`src/rtl/cmc_pkg.sv`:
```
// Shared types for the charger mode sequencer.
// Assumes the flag struct is sampled as one synchronised vector.
package cmc_pkg;

    typedef enum logic [3:0] {
        ST_PDOWN   = 4'd0,
        ST_SLEEP   = 4'd1,
        ST_POR     = 4'd2,
        ST_STANDBY = 4'd3,
        ST_BEGIN   = 4'd4,
        ST_PRE     = 4'd5,
        ST_FAST    = 4'd6,
        ST_CV      = 4'd7,
        ST_DONE    = 4'd8,
        ST_SUSPEND = 4'd9,
        ST_FAULT   = 4'd10
    } cmc_state_e;

    typedef struct packed {
        logic uvlo;
        logic in_det;
        logic ovp;
        logic bat_low;
        logic bat_short;
        logic bat_scind;
        logic bat_reg;
        logic pack_ok;
        logic tj_hot;
        logic en_n;
        logic tmr_fault;
        logic term_flag;
        logic term_en;
    } cmc_flags_t;

    localparam logic [1:0] MODE_OFF   = 2'b00;
    localparam logic [1:0] MODE_SHORT = 2'b01;
    localparam logic [1:0] MODE_PRE   = 2'b10;
    localparam logic [1:0] MODE_FAST  = 2'b11;

endpackage

```
`src/rtl/cmc_sync.sv`:
```
// Multi-stage flop synchroniser for a vector of independent level flags.
// Assumes each bit is a slow quasi-static level; no bus coherency is implied.
module cmc_sync #(
    parameter int WIDTH  = 8,
    parameter int STAGES = 2
) (
    input  logic             clk,
    input  logic             rst_n,
    input  logic [WIDTH-1:0] d,
    output logic [WIDTH-1:0] q
);
    logic [WIDTH-1:0] stg [STAGES];

    // Shift the flags through the synchroniser chain.
    always_ff @(posedge clk) begin
        if (!rst_n) begin
            for (int i = 0; i < STAGES; i++) stg[i] <= '0;
        end else begin
            stg[0] <= d;
            for (int i = 1; i < STAGES; i++) stg[i] <= stg[i-1];
        end
    end

    assign q = stg[STAGES-1];
endmodule

```
`src/rtl/cmc_seq.sv`:
```
// Mode state machine: ranks supply, input, enable, fault, temperature and
// termination conditions and walks through a counted power-on wait.
// Assumes synchronised flags; termination and timer-fault are latched outside.
module cmc_seq
    import cmc_pkg::*;
#(
    parameter int POR_CYCLES = 16
) (
    input  logic       clk,
    input  logic       rst_n,
    input  cmc_flags_t fl,
    output cmc_state_e state
);
    localparam int CW = $clog2(POR_CYCLES + 1);
    localparam logic [CW-1:0] POR_LAST = CW'(POR_CYCLES - 1);

    cmc_state_e    nxt;
    logic [CW-1:0] por_cnt;

    // Charging phase picked from the battery flags.
    function automatic cmc_state_e phase(input cmc_flags_t f);
        if (f.bat_reg)      return ST_CV;
        else if (f.bat_low) return ST_PRE;
        else                return ST_FAST;
    endfunction

    // Next-state ranking of all conditions.
    always_comb begin
        nxt = state;
        if (fl.uvlo)                          nxt = ST_PDOWN;
        else if (!fl.in_det)                  nxt = ST_SLEEP;
        else begin
            case (state)
                ST_PDOWN, ST_SLEEP: nxt = ST_POR;
                ST_POR: nxt = (por_cnt == POR_LAST) ? ST_STANDBY : ST_POR;
                default: begin
                    if (fl.ovp || fl.en_n)               nxt = ST_STANDBY;
                    else if (state == ST_STANDBY)        nxt = ST_BEGIN;
                    else if (fl.tmr_fault)               nxt = ST_FAULT;
                    else if (state == ST_FAULT)          nxt = ST_BEGIN;
                    else if (!fl.pack_ok || fl.tj_hot)   nxt = ST_SUSPEND;
                    else if (fl.term_en && fl.term_flag) nxt = ST_DONE;
                    else if (state == ST_DONE)           nxt = ST_BEGIN;
                    else                                 nxt = phase(fl);
                end
            endcase
        end
    end

    // State register.
    always_ff @(posedge clk) begin
        if (!rst_n) state <= ST_PDOWN;
        else        state <= nxt;
    end

    // Power-on wait counter, cleared outside the wait state.
    always_ff @(posedge clk) begin
        if (!rst_n || state != ST_POR) por_cnt <= '0;
        else                           por_cnt <= por_cnt + 1'b1;
    end

    assert_pdown_R1: assert property (@(posedge clk) disable iff (!rst_n)
        fl.uvlo |=> state == ST_PDOWN);
    assert_sleep_R2: assert property (@(posedge clk) disable iff (!rst_n)
        (!fl.uvlo && !fl.in_det) |=> state == ST_SLEEP);
    assert_por_len_R3: assert property (@(posedge clk) disable iff (!rst_n)
        (state == ST_STANDBY && $past(state) == ST_POR) |-> $past(por_cnt) == POR_LAST);
    assert_ovp_standby_R6: assert property (@(posedge clk) disable iff (!rst_n)
        (!fl.uvlo && fl.in_det && fl.ovp && state != ST_POR
         && state != ST_PDOWN && state != ST_SLEEP) |=> state == ST_STANDBY);
    assert_begin_from_standby_R4: assert property (@(posedge clk) disable iff (!rst_n)
        (state == ST_BEGIN) |-> ($past(state) == ST_STANDBY || $past(state) == ST_DONE
                                 || $past(state) == ST_FAULT));
endmodule

```
`src/rtl/cmc_outdec.sv`:
```
// Output decode: power stage, current mode, timer commands and open-drain pins.
// Assumes a sink bit of 1 pulls the pin low; 0 leaves it released.
module cmc_outdec
    import cmc_pkg::*;
(
    input  logic       clk,
    input  logic       rst_n,
    input  cmc_state_e state,
    input  cmc_flags_t fl,
    output logic       pwr_en,
    output logic [1:0] cur_mode,
    output logic       tmr_rst,
    output logic       tmr_hold,
    output logic       stat_a,
    output logic       stat_b,
    output logic       pgood
);
    logic charging;

    // Power stage and current mode from state and battery level.
    always_comb begin
        charging = (state == ST_PRE) || (state == ST_FAST) || (state == ST_CV);
        pwr_en   = charging;
        if (!charging)         cur_mode = MODE_OFF;
        else if (fl.bat_short) cur_mode = MODE_SHORT;
        else if (state == ST_PRE) cur_mode = MODE_PRE;
        else                   cur_mode = MODE_FAST;
    end

    // Timer commands: reset outside charging, hold while paused.
    always_comb begin
        tmr_rst  = (state == ST_SLEEP) || (state == ST_POR) || (state == ST_STANDBY)
                || (state == ST_BEGIN) || (state == ST_DONE);
        tmr_hold = (state == ST_SUSPEND) || (state == ST_FAULT);
    end

    // Status pair and power-good pin.
    always_comb begin
        stat_a = 1'b0;
        stat_b = 1'b0;
        case (state)
            ST_PRE:        begin stat_a = !fl.bat_scind; stat_b = !fl.bat_scind; end
            ST_FAST, ST_CV: stat_a = !fl.bat_scind;
            ST_DONE:       stat_b = 1'b1;
            default: ;
        endcase
        pgood = (state != ST_PDOWN) && (state != ST_SLEEP) && (state != ST_POR) && !fl.ovp;
    end

    assert_timer_excl_R5: assert property (@(posedge clk) disable iff (!rst_n)
        !(tmr_rst && tmr_hold));
    assert_dual_on_R8: assert property (@(posedge clk) disable iff (!rst_n)
        (stat_a && stat_b) |-> (pwr_en && cur_mode != MODE_OFF));
    assert_off_mode_R9: assert property (@(posedge clk) disable iff (!rst_n)
        !pwr_en |-> cur_mode == MODE_OFF);
    assert_scind_R10: assert property (@(posedge clk) disable iff (!rst_n)
        fl.bat_scind |-> !stat_a);
    assert_resume_R5: assert property (@(posedge clk) disable iff (!rst_n)
        ($past(state) == ST_SUSPEND && pwr_en) |-> !$past(tmr_rst));
endmodule

```
`src/rtl/charge_mode_ctrl.sv`:
```
// Top level of the charger mode sequencer: synchronises the comparator
// flags, runs the mode state machine and decodes the outputs.
// Assumes all inputs are asynchronous levels; outputs follow in three clocks.
module charge_mode_ctrl
    import cmc_pkg::*;
#(
    parameter int POR_CYCLES  = 16,
    parameter int SYNC_STAGES = 2
) (
    input  logic       clk,
    input  logic       rst_n,
    input  logic       uvlo_i,
    input  logic       in_det_i,
    input  logic       ovp_i,
    input  logic       bat_low_i,
    input  logic       bat_short_i,
    input  logic       bat_scind_i,
    input  logic       bat_reg_i,
    input  logic       pack_ok_i,
    input  logic       tj_hot_i,
    input  logic       chg_en_n_i,
    input  logic       tmr_fault_i,
    input  logic       term_flag_i,
    input  logic       term_en_i,
    output logic       pwr_en_o,
    output logic [1:0] cur_mode_o,
    output logic       tmr_rst_o,
    output logic       tmr_hold_o,
    output logic       stat_a_sink_o,
    output logic       stat_b_sink_o,
    output logic       pgood_sink_o
);
    localparam int NFL = $bits(cmc_flags_t);

    cmc_flags_t     raw;
    logic [NFL-1:0] synced;
    cmc_flags_t     fl;
    cmc_state_e     state;

    // Gather the raw comparator flags into one vector.
    always_comb begin
        raw.uvlo      = uvlo_i;
        raw.in_det    = in_det_i;
        raw.ovp       = ovp_i;
        raw.bat_low   = bat_low_i;
        raw.bat_short = bat_short_i;
        raw.bat_scind = bat_scind_i;
        raw.bat_reg   = bat_reg_i;
        raw.pack_ok   = pack_ok_i;
        raw.tj_hot    = tj_hot_i;
        raw.en_n      = chg_en_n_i;
        raw.tmr_fault = tmr_fault_i;
        raw.term_flag = term_flag_i;
        raw.term_en   = term_en_i;
    end

    cmc_sync #(.WIDTH(NFL), .STAGES(SYNC_STAGES)) u_sync (
        .clk(clk), .rst_n(rst_n), .d(raw), .q(synced)
    );

    assign fl = cmc_flags_t'(synced);

    cmc_seq #(.POR_CYCLES(POR_CYCLES)) u_seq (
        .clk(clk), .rst_n(rst_n), .fl(fl), .state(state)
    );

    cmc_outdec u_dec (
        .clk(clk), .rst_n(rst_n), .state(state), .fl(fl),
        .pwr_en(pwr_en_o), .cur_mode(cur_mode_o),
        .tmr_rst(tmr_rst_o), .tmr_hold(tmr_hold_o),
        .stat_a(stat_a_sink_o), .stat_b(stat_b_sink_o), .pgood(pgood_sink_o)
    );
endmodule

```
`config.mk`:
```
export PLATFORM = sky130hd
export DESIGN_NAME = charge_mode_ctrl
export DESIGN_NICKNAME = d
export VERILOG_FILES = /design/src/rtl/cmc_pkg.sv /design/src/rtl/cmc_sync.sv /design/src/rtl/cmc_seq.sv /design/src/rtl/cmc_outdec.sv /design/src/rtl/charge_mode_ctrl.sv
export SDC_FILE = /design/constraint.sdc
export NUM_CORES = 1
export LEC_CHECK = 0
export CAP_MARGIN = 30
export CORE_ASPECT_RATIO = 1.75
export CORE_MARGIN = 3
export CORE_UTILIZATION = 55
export CTS_CLUSTER_DIAMETER = 120
export DETAILED_ROUTE_END_ITERATION = 12
export PLACE_DENSITY = 0.82
export SYNTH_ARGS = -nofsm -noshare
export SYNTH_HDL_FRONTEND = slang
export SYNTH_HIERARCHICAL = 1
export SYNTH_SLANG_ARGS = --single-unit
```
`constraint.sdc`:
```
create_clock -name clk -period 2.6 [get_ports clk]
set_input_delay 0.78 -clock clk [delete_from_list [all_inputs] [get_ports clk]]
set_output_delay 0.78 -clock clk [all_outputs]
set_load 0.05 [all_outputs]
```
Word-level counts from Yosys, hierarchy flattened --
Memories as Yosys holds them, arrays and structs flattened. Index checks and enable logic that the tools add are counted. Widths: inputs -> output; s select.
Cells by class: add/sub/neg operators 1, equality and inequality tests 13, muxes and demuxes 21, bitwise operators 4, reductions and logical operators 24
Operator list (number):
- $mux 4 | 8
- $mux 13 | 2
- $eq 4x3->1 const B | 4
- $eq 4x4->1 const B | 3
- $logic_or 1x1->1 | 10
- $eq 4x2->1 const B | 2
- $pmux 4 s2 | 1
- $mux 1 | 6
- $mux 2 | 3
- $reduce_or 3->1 | 2
- $add 5x1->5 const B | 1
- $eq 5x4->1 const B | 1
- $eq 4x1->1 const B | 1
- $logic_and 1x1->1 | 4
- $logic_not 1->1 | 4
- $logic_not 4->1 | 1
- $ne 4x1->1 const B | 1
- $ne 4x2->1 const B | 1
- $reduce_bool 4->1 | 1
- $reduce_or 2->1 | 2
- $not 1->1 | 2
- $or 1x1->1 | 2
- $pmux 1 s2 | 1
Word-level totals: flip-flop bits (word level) 9, bits in writable memories 26, word-level logic and storage cells 67, memories kept 1
Memory list:
- u_sync.stg | words 2, bits a word 13, rd ports 2, clocked after Yosys merged registers in 0, write ports 2, RTL line cmc_sync.sv:12 | logic [WIDTH-1:0] stg [STAGES];

Logic depth before layout (Yosys ltp) --
Gate-level depths: netlist of the first run. An unclocked memory read counts as a cell.
depth after elaboration 12, mapped depth 7, mapped depth without buffers 7

By module --
The synthesis of the first run kept the hierarchy.
By module, submodules not included:
- cmc_sync | times used 1, cells an instance 67, area an instance 828.3 um2, sequential area each 520.5 um2
- cmc_seq | times used 1, cells an instance 52, area an instance 449.2 um2, sequential area each 180.2 um2
- cmc_outdec | times used 1, cells an instance 17, area an instance 105.1 um2, sequential area each 0.0 um2

Worst setup path after synthesis of the first run --
OpenSTA, ideal clock, no wires.
path kind register -> output, start register u_seq.state[0], end output port cur_mode_o[1], data arrival time 1.717 ns, required time 1.820 ns, slack 0.103 ns, stages on the path, launching flop included 3, path buffers 0, path through dfxtp_1 -> nor2_1 -> nor3_1
Between the ends: cells in the longest elaborated chain, start to end 4, elaborated cells between the ends (all ways) 6, those cells by class eq/ne: 3; mux: 1; reduce/logical: 2
Ends and longest elaborated chain:
- start: declaration | RTL line cmc_seq.sv:12 | output cmc_state_e state
- start signal: assignment | RTL line cmc_seq.sv:53 | else state <= nxt;
- $eq 4x3->1 | RTL line cmc_outdec.sv:22 | charging = (state == ST_PRE) || (state == ST_FAST) || (state == ST_CV);
- $logic_or 1x1->1 | RTL line cmc_outdec.sv:22
- $logic_or 1x1->1 * | RTL line cmc_outdec.sv:22
- $mux 2 * | RTL line cmc_outdec.sv:24 | if (!charging) cur_mode = MODE_OFF;
- end: declaration | RTL line charge_mode_ctrl.sv:26 | output logic [1:0] cur_mode_o,
Every way passes the cells marked *; elsewhere a longest branch is shown, timed or not.

Worst setup path in the final report of the first run --
start register u_seq.state[3], end output port stat_b_sink_o
Between the ends: cells in the longest elaborated chain, start to end 2, elaborated cells between the ends (all ways) 3, those cells by class eq/ne: 2; mux: 1
Ends and longest elaborated chain:
- $eq 4x4->1 / $eq 4x3->1 (equally long branches) | RTL line cmc_outdec.sv:41 | case (state)
- $pmux 1 s2 * | RTL line cmc_outdec.sv:41
- end: declaration | RTL line charge_mode_ctrl.sv:30 | output logic stat_b_sink_o,
Marked as above.

==> run_results.csv, run 1 <==
group,metric,value,unit
timing,rsz0062_at_grt,"no",
timing,setup_ws,0.2354,ns
setup_path,r2r_cells,4,
global_route,grt_max_degree,25,
clock_tree,clock-root-buffer,"clkbuf_8",
route,via_per_inst,5.181,
clock_tree,clkSinkCount,35,
final_layout,syn2layout_area_growth,16.74,%
final_layout,diodes,0,
setup_path,cp.arrival,1.58,ns
clock_tree,cts_resized,0,
global_route,grt_pass1_wl,3525,microns
clock_tree,cts_setup_buffers,0,
outcome,status,"finished, final reports clean",
placement,place_congestion,0.8009,
clock_tree,htree_levels,2,
final_layout,nets,168,
global_route,grt_pass1_vias,899,
route,vias,917,
timing,fin_skew,0.003476,ns
setup_path,rr_endpoint,"u_seq/state[1]",
floorplan,num_rows,23,
global_route,grt-ovfl-total,0,
flow_run,max_cap_violations,0,
timing,report.final.slew_viol_count,0,
timing,hold_ws,0.4322,ns
setup_path,critPathRequiredTime,1.82,ns
route,avgRoutedWirePerCell,11.54,microns
placement,place_area,1514,sq um
final_layout,final_common_cell,"dfxtp_1",
yosys,ys_seq_area_share,50.68,%
power_and_ir_drop,power_density,647.8,nW/um^2
yosys,synth-seq-cells,35,
timing,worst_pin_slew,0.4680,ns
yosys,ys_types,33,
timing,setup_violations,0,
setup_path,r2r-start,"u_seq/state[0]",
yosys,syn_avg_cell_area,10.17,sq um
route,drt_pre_antenna_iters,4,
route,drc,0,
clock_tree,numCtsBuffers,5,
yosys,syn_area,1383,sq um
yosys,syn-num-nets,153,
timing,hold_viol,0,
route,first_iter_violations,10,
final_layout,mostFrequentLayoutCells,"dfxtp_1, and2_2, clkdlybuf4s50_1",
final_layout,final_util,69.24,%
setup_path,rrSetupSlack,1.11,ns
timing,slew_headroom,68.76,%
min_path,min_path_type,"flop to flop",
timing,setup_tns,0,ns
final_layout,final_area,1614,sq um
setup_path,end_kind,"output pin",
floorplan,die-area,3175,sq um
placement,port_buffers,22,
timing,period_minus_slack,2.365,ns
global_route,grtUsageTotal,15.53,%
floorplan,start_util,59.31,%
floorplan,ios,23,
setup_path,critPathLaunch,"u_seq/state[3]",
min_path,worstHoldStart,"u_sync/stg[0][7]",
floorplan,core_area,2331,sq um
clock_tree,path_clk_slew,0.06,ns
global_route,antenna_found_initial,0,
floorplan,fp.dieH,72.33,microns
yosys,synth_warnings,6,
clock_tree,clk_latency,0.28,ns
power_and_ir_drop,peakVddDrop,0.4476,mV
placement,dp_slack,0.5270,ns
clock_tree,cts_tree,"built",
setup_path,cp-start-kind,"flop",
setup_path,crit_path_end,"stat_b_sink_o",
timing,fin_crit_sh,90.94,%
floorplan,fp.dieW,43.90,microns
yosys,syn_inst,136,
route,antenna_left,0,
placement,hpwl,1509,microns
setup_path,cp_max_fo,12,
setup_path,crit_type,"flop to output pin",
clock_tree,cts_hold_buf,0,
clock_tree,clockBufferDepth,2,
timing,max_freq,422.9,MHz
power_and_ir_drop,leakage,0.0006509,uW
final_layout,final_layout_size_suffix_gt1_share,25.66,%
route,wl,2043,microns
final cells by class:
type                       count  area [sq um]
clock buffer                   8         100.1
fill                         184         716.9
inverter                       2         7.507
multi-input combinational     84         554.3
sequential                    35         700.7
tap                           25         31.28
timing repair buffer          23         220.2
stage by stage:
stage / total power (uW) / std cells
after detailed placement: 646.6 / 169
after global placement: 642.7 / 169
after CTS: 1062 / 177
after global routing: 1093 / 177
after floorplan: 626.6 / 136
final: 1046 / 177
state kept, by name, summed over array words and instances, names as in the netlist:
signal / flops
u_seq/por_cnt: 5
u_sync/stg: 26
u_seq/state: 4
worst max-delay path: stages, from the launching register on:
cell and delay [ns]:
dfxtp_1 0.50, or3b_1 0.38, a21oi_1 0.25, buf_12 0.17
report_power, final:
part / internal, uW / switching [uW]
registers: 557 / 11.9
logic: 41.7 / 23.4
clock network: 241 / 170
per-layer routing:
metal / up-vias / GRT usage [%] / routed length (microns)
met4: 0 / 10.07 / 53
met3: 5 / 5.955 / 142
met1: 423 / 11.93 / 691
li1: 461 / - / -
met2: 28 / 29.55 / 1156
met5: - / 0 / 0
cells in the mapped netlist:
cell / n / area share (%)
xnor2_1: 2 / 1.3
o22a_2: 1 / 0.72
o21a_1: 1 / 0.54
buf_4: 13 / 7.1
nor3_1: 2 / 0.72
nand3_1: 3 / 1.1
xor2_1: 2 / 1.3
nand4bb_1: 1 / 0.81
a31oi_1: 3 / 1.4
and2_2: 20 / 11
nand2b_1: 2 / 0.90
buf_6: 2 / 1.6
or3b_1: 1 / 0.63
nor3b_1: 1 / 0.54
nor2b_1: 3 / 1.4
or4b_1: 1 / 0.72
a221o_1: 1 / 0.72
and2b_1: 1 / 0.54
nor2_1: 13 / 3.5
nand2_1: 4 / 1.1
dfxtp_1: 35 / 51
a21oi_1: 2 / 0.72
or2b_1: 1 / 0.54
o211ai_1: 1 / 0.54
inv_1: 2 / 0.54
ha_1: 2 / 1.8
and2_1: 6 / 2.7
o21ai_0: 4 / 1.4
and3_1: 2 / 0.90
a211oi_2: 1 / 0.90
a211oi_1: 1 / 0.54
and2b_2: 1 / 0.63
nand4b_1: 1 / 0.63
how the worst min path moves through the flow:
stage,to,slack [ns],cells past startpoint
2_1_floorplan,u_sync/stg[0][20],0.41,1
3_3_place_gp,u_sync/stg[0][22],0.42,1
3_5_place_dp,u_sync/stg[0][21],0.42,1
4_1_cts,u_sync/stg[0][21],0.43,1
5_1_grt,u_sync/stg[0][22],0.46,1
6_report,u_sync/stg[0][20],0.43,1
cell families (layout without fill, tap and decap cells):
logic type               after synthesis  count (layout)  synth area share (%)
XOR/XNOR                               4               4                 2.534
AO/OA/AOI/OAI                         15              15                 7.512
AND/OR/NAND/NOR                       63              63                 28.24
buffers and inverters                 17              33                 9.231
flip-flops                            35              35                 50.68
adder cells (fa/ha/maj)                2               2                 1.810
Power figures use the tool's default switching activity.
==> run 2, diff against run 1 <==
- ABC_CLOCK_PERIOD_IN_PS: unset -> 2600
==> results of run 2 <==
The final DEF is identical to that of run 1; final timing and power are the same.
==> run 3, diff against run 2 <==
- CORE_UTILIZATION: 55 -> 54
- SYNTH_HIERARCHICAL: 1 -> unset
==> run 3 against run 2 <==
Via count is 1.6% higher. Area after synthesis is 9.0% lower. Combinational power is 10% higher. Worst hold slack better by 0.0032 ns. Clock power is 24% lower. Die area is 6.6% lower. Critical path depth is 1 higher. Critical path type unchanged. Largest cell class unchanged.
==> run_results.csv, run 3 <==
group,metric,value,unit
timing,report.final.slew_viol_count,0,
global_route,grt-ovfl-total,0,
floorplan,num_rows,22,
clock_tree,path_clk_slew,0.09,ns
floorplan,fp.dieH,69.84,microns
yosys,synth-seq-cells,35,
clock_tree,cts_setup_buffers,0,
timing,period_minus_slack,2.476,ns
yosys,yosys.area.top_type,"dfxtp_1",
route,via_per_inst,5.266,
floorplan,core_area,2147,sq um
final_layout,final_layout_size_suffix_gt1_share,14.38,%
placement,place_congestion,0.7691,
timing,setup_tns,0,ns
yosys,ys_async_sr_fraction,0,%
yosys,synth_top_cell_area_share,55.72,%
yosys,syn_area,1257,sq um
placement,port_buffers,22,
flow_run,max_cap_violations,0,
power_and_ir_drop,power,953.4,uW
setup_path,rrSetupSlack,1.14,ns
placement,hpwl,1572,microns
global_route,grt_pass1_wl,3629,microns
clock_tree,clkSinkCount,35,
timing,worst_pin_slew,0.3959,ns
route,drt_pre_antenna_iters,4,
route,first_iter_violations,17,
setup_path,r2r_cells,4,
global_route,grt_max_degree,27,
timing,setup_ws,0.1245,ns
setup_path,critPathLaunch,"u_seq.state[0]",
yosys,synth_warnings,0,
route,wl,2046,microns
outcome,status,"finished, final reports clean",
global_route,grtUsageTotal,16.35,%
final_layout,mostFrequentLayoutCells,"dfxtp_1, and2_1, nor2_1, clkdlybuf4s50_1, nand2_1",
final_layout,largest_reg_flops,26,
final_layout,syn2layout_area_growth,26.67,%
route,vias,932,
yosys,synth_edf_count,0,
timing,max_freq,404.0,MHz
setup_path,critPathRequiredTime,1.82,ns
setup_path,rr_endpoint,"u_seq.state[2]",
final_layout,nets,169,
setup_path,cp_max_fo,10,
timing,fin_crit_sh,95.21,%
floorplan,ios,23,
power_and_ir_drop,power_density,598.6,nW/um^2
route,drc,0,
power_and_ir_drop,seqPwrFrac,59.4,%
placement,dp_slack,0.4698,ns
yosys,syn-num-nets,144,
yosys,yosys-top-cells-area,"dfxtp_1, and2_1, nor2_1, xnor2_1, ha_1",
setup_path,r2r-start,"u_seq.state[0]",
setup_path,end_kind,"output pin",
floorplan,fp.dieW,42.48,microns
clock_tree,clk_latency,0.32,ns
timing,fin_skew,0.004544,ns
final_layout,multi_input_area,508.0,sq um
timing,setup_violations,0,
yosys,yosysMostFrequentCell,"dfxtp_1",
min_path,hold_depth,1,
clock_tree,clock-root-buffer,"clkbuf_4",
clock_tree,htree_levels,2,
route,avgRoutedWirePerCell,11.56,microns
global_route,antenna_found_initial,0,
power_and_ir_drop,p_sw,193.6,uW
power_and_ir_drop,peakVddDrop,0.5565,mV
setup_path,crit_type,"flop to output pin",
setup_path,crit_path_end,"cur_mode_o[0]",
clock_tree,cts_resized,0,
final_layout,diodes,0,
clock_tree,cts_hold_buf,0,
clock_tree,cts_tree,"built",
power_and_ir_drop,combPwrFrac,7.5,%
yosys,yosys-top-cells-count,"dfxtp_1, and2_1, nor2_1",
power_and_ir_drop,leakage,0.0006539,uW
timing,hold_viol,0,
timing,rsz0062_at_grt,"no",
yosys,dominantRegCellSynth,"dfxtp_1",
yosys,ys_seq_area_share,55.72,%
global_route,grt_pass1_vias,950,
clock_tree,clockBufferDepth,2,
timing,slew_headroom,73.45,%
final_layout,nFillCells,163,
final_layout,final_common_cell,"dfxtp_1",
power_and_ir_drop,p_clk_share,33.1,%
yosys,syn_inst,127,
clock_tree,numCtsBuffers,5,
floorplan,die-area,2966,sq um
final_layout,largest-register,"u_sync.stg",
yosys,ys_types,28,
min_path,min_path_type,"flop to flop",
setup_path,cp-start-kind,"flop",
setup_path,cp.arrival,1.70,ns
floorplan,start_util,58.57,%
yosys,syn_avg_cell_area,9.901,sq um
final_layout,seq_area,700.7,sq um
power_and_ir_drop,p_int,759.7,uW
final_layout,reg.largest.list,"u_sync.stg (26), u_seq.por_cnt (5), u_seq.state (4)",
route,antenna_left,0,
power_and_ir_drop,switching_share,20.31,%
run 3: changes by cell type in the layout (fill, tap and decap cells not counted), sizes merged, moves of 2 or more:
cell	change
nor3	-2
inv	+2
a21oi	+2
nand2	+2
run 3: kinds of logic after synthesis:
| logic type | Yosys count | share of synthesized area, % |
|---|---|---|
| buffers and inverters | 9 | 3.880 |
| DFF | 35 | 55.72 |
| and+or+nand+nor | 61 | 27.07 |
| xor gates and xnor gates | 5 | 3.483 |
| adders and majority gates | 2 | 1.990 |
| AOI/OAI and AO/OA | 15 | 7.860 |
run 3: layout make-up:
cell class              instances  area share, %
inverters                       4         0.9427
flip-flops and latches         35          43.99
well taps                      24          1.885
clock buffers                   8          4.320
multi-input cells              83          31.89
repair buffers                 23          16.97
run 3: how the worst min path moves through the flow:
stage                            startpoint                end
after floorplan            u_sync.stg[0][0]  u_sync.stg[0][13]
after global placement    u_sync.stg[0][12]  u_sync.stg[0][25]
after detailed placement   u_sync.stg[0][6]  u_sync.stg[0][19]
after CTS                 u_sync.stg[0][11]  u_sync.stg[0][24]
after global routing      u_sync.stg[0][10]  u_sync.stg[0][23]
final                      u_sync.stg[0][5]  u_sync.stg[0][18]
run 3: layer usage:
layer  GRT usage (%)  wire length [microns]  share of wire, %
met5               0                      0                 0
met1           13.18                    689                34
met4           12.80                     82               4.0
met3           4.156                    126               6.2
met2           30.73                   1147                56
run 3: stage by stage:
| stage | cell area (sq um) | std cells | utilization, % | hold WS [ns] |
|---|---|---|---|---|
| after floorplan | 1257 | 127 | - | 0.4119 |
| after global placement | 1524 | 169 | 70.98 | 0.4148 |
| after detailed placement | 1524 | 169 | 70.98 | 0.4185 |
| after CTS | 1593 | 177 | 74.18 | 0.4411 |
| after global routing | 1593 | 177 | 74.18 | 0.4530 |
| final | 1593 | 177 | 74.18 | 0.4354 |
run 3: worst max-delay path, cell delays in order (launching register included):
cell and delay, ns:
dfxtp_1 0.53, or2_2 0.23, nand3b_1 0.16, a21oi_1 0.27, buf_12 0.18
run 3: power groups by stage:
| stage | sequential [uW] | clock, uW | combinational, uW |
|---|---|---|---|
| global placement | 578 | 0 | 69.5 |
| floorplan | 573 | 0 | 43.1 |
| finish | 566 | 315 | 71.6 |
| CTS | 567 | 330 | 72.7 |
| global route | 569 | 354 | 79.2 |
| detailed placement | 579 | 0 | 71.8 |
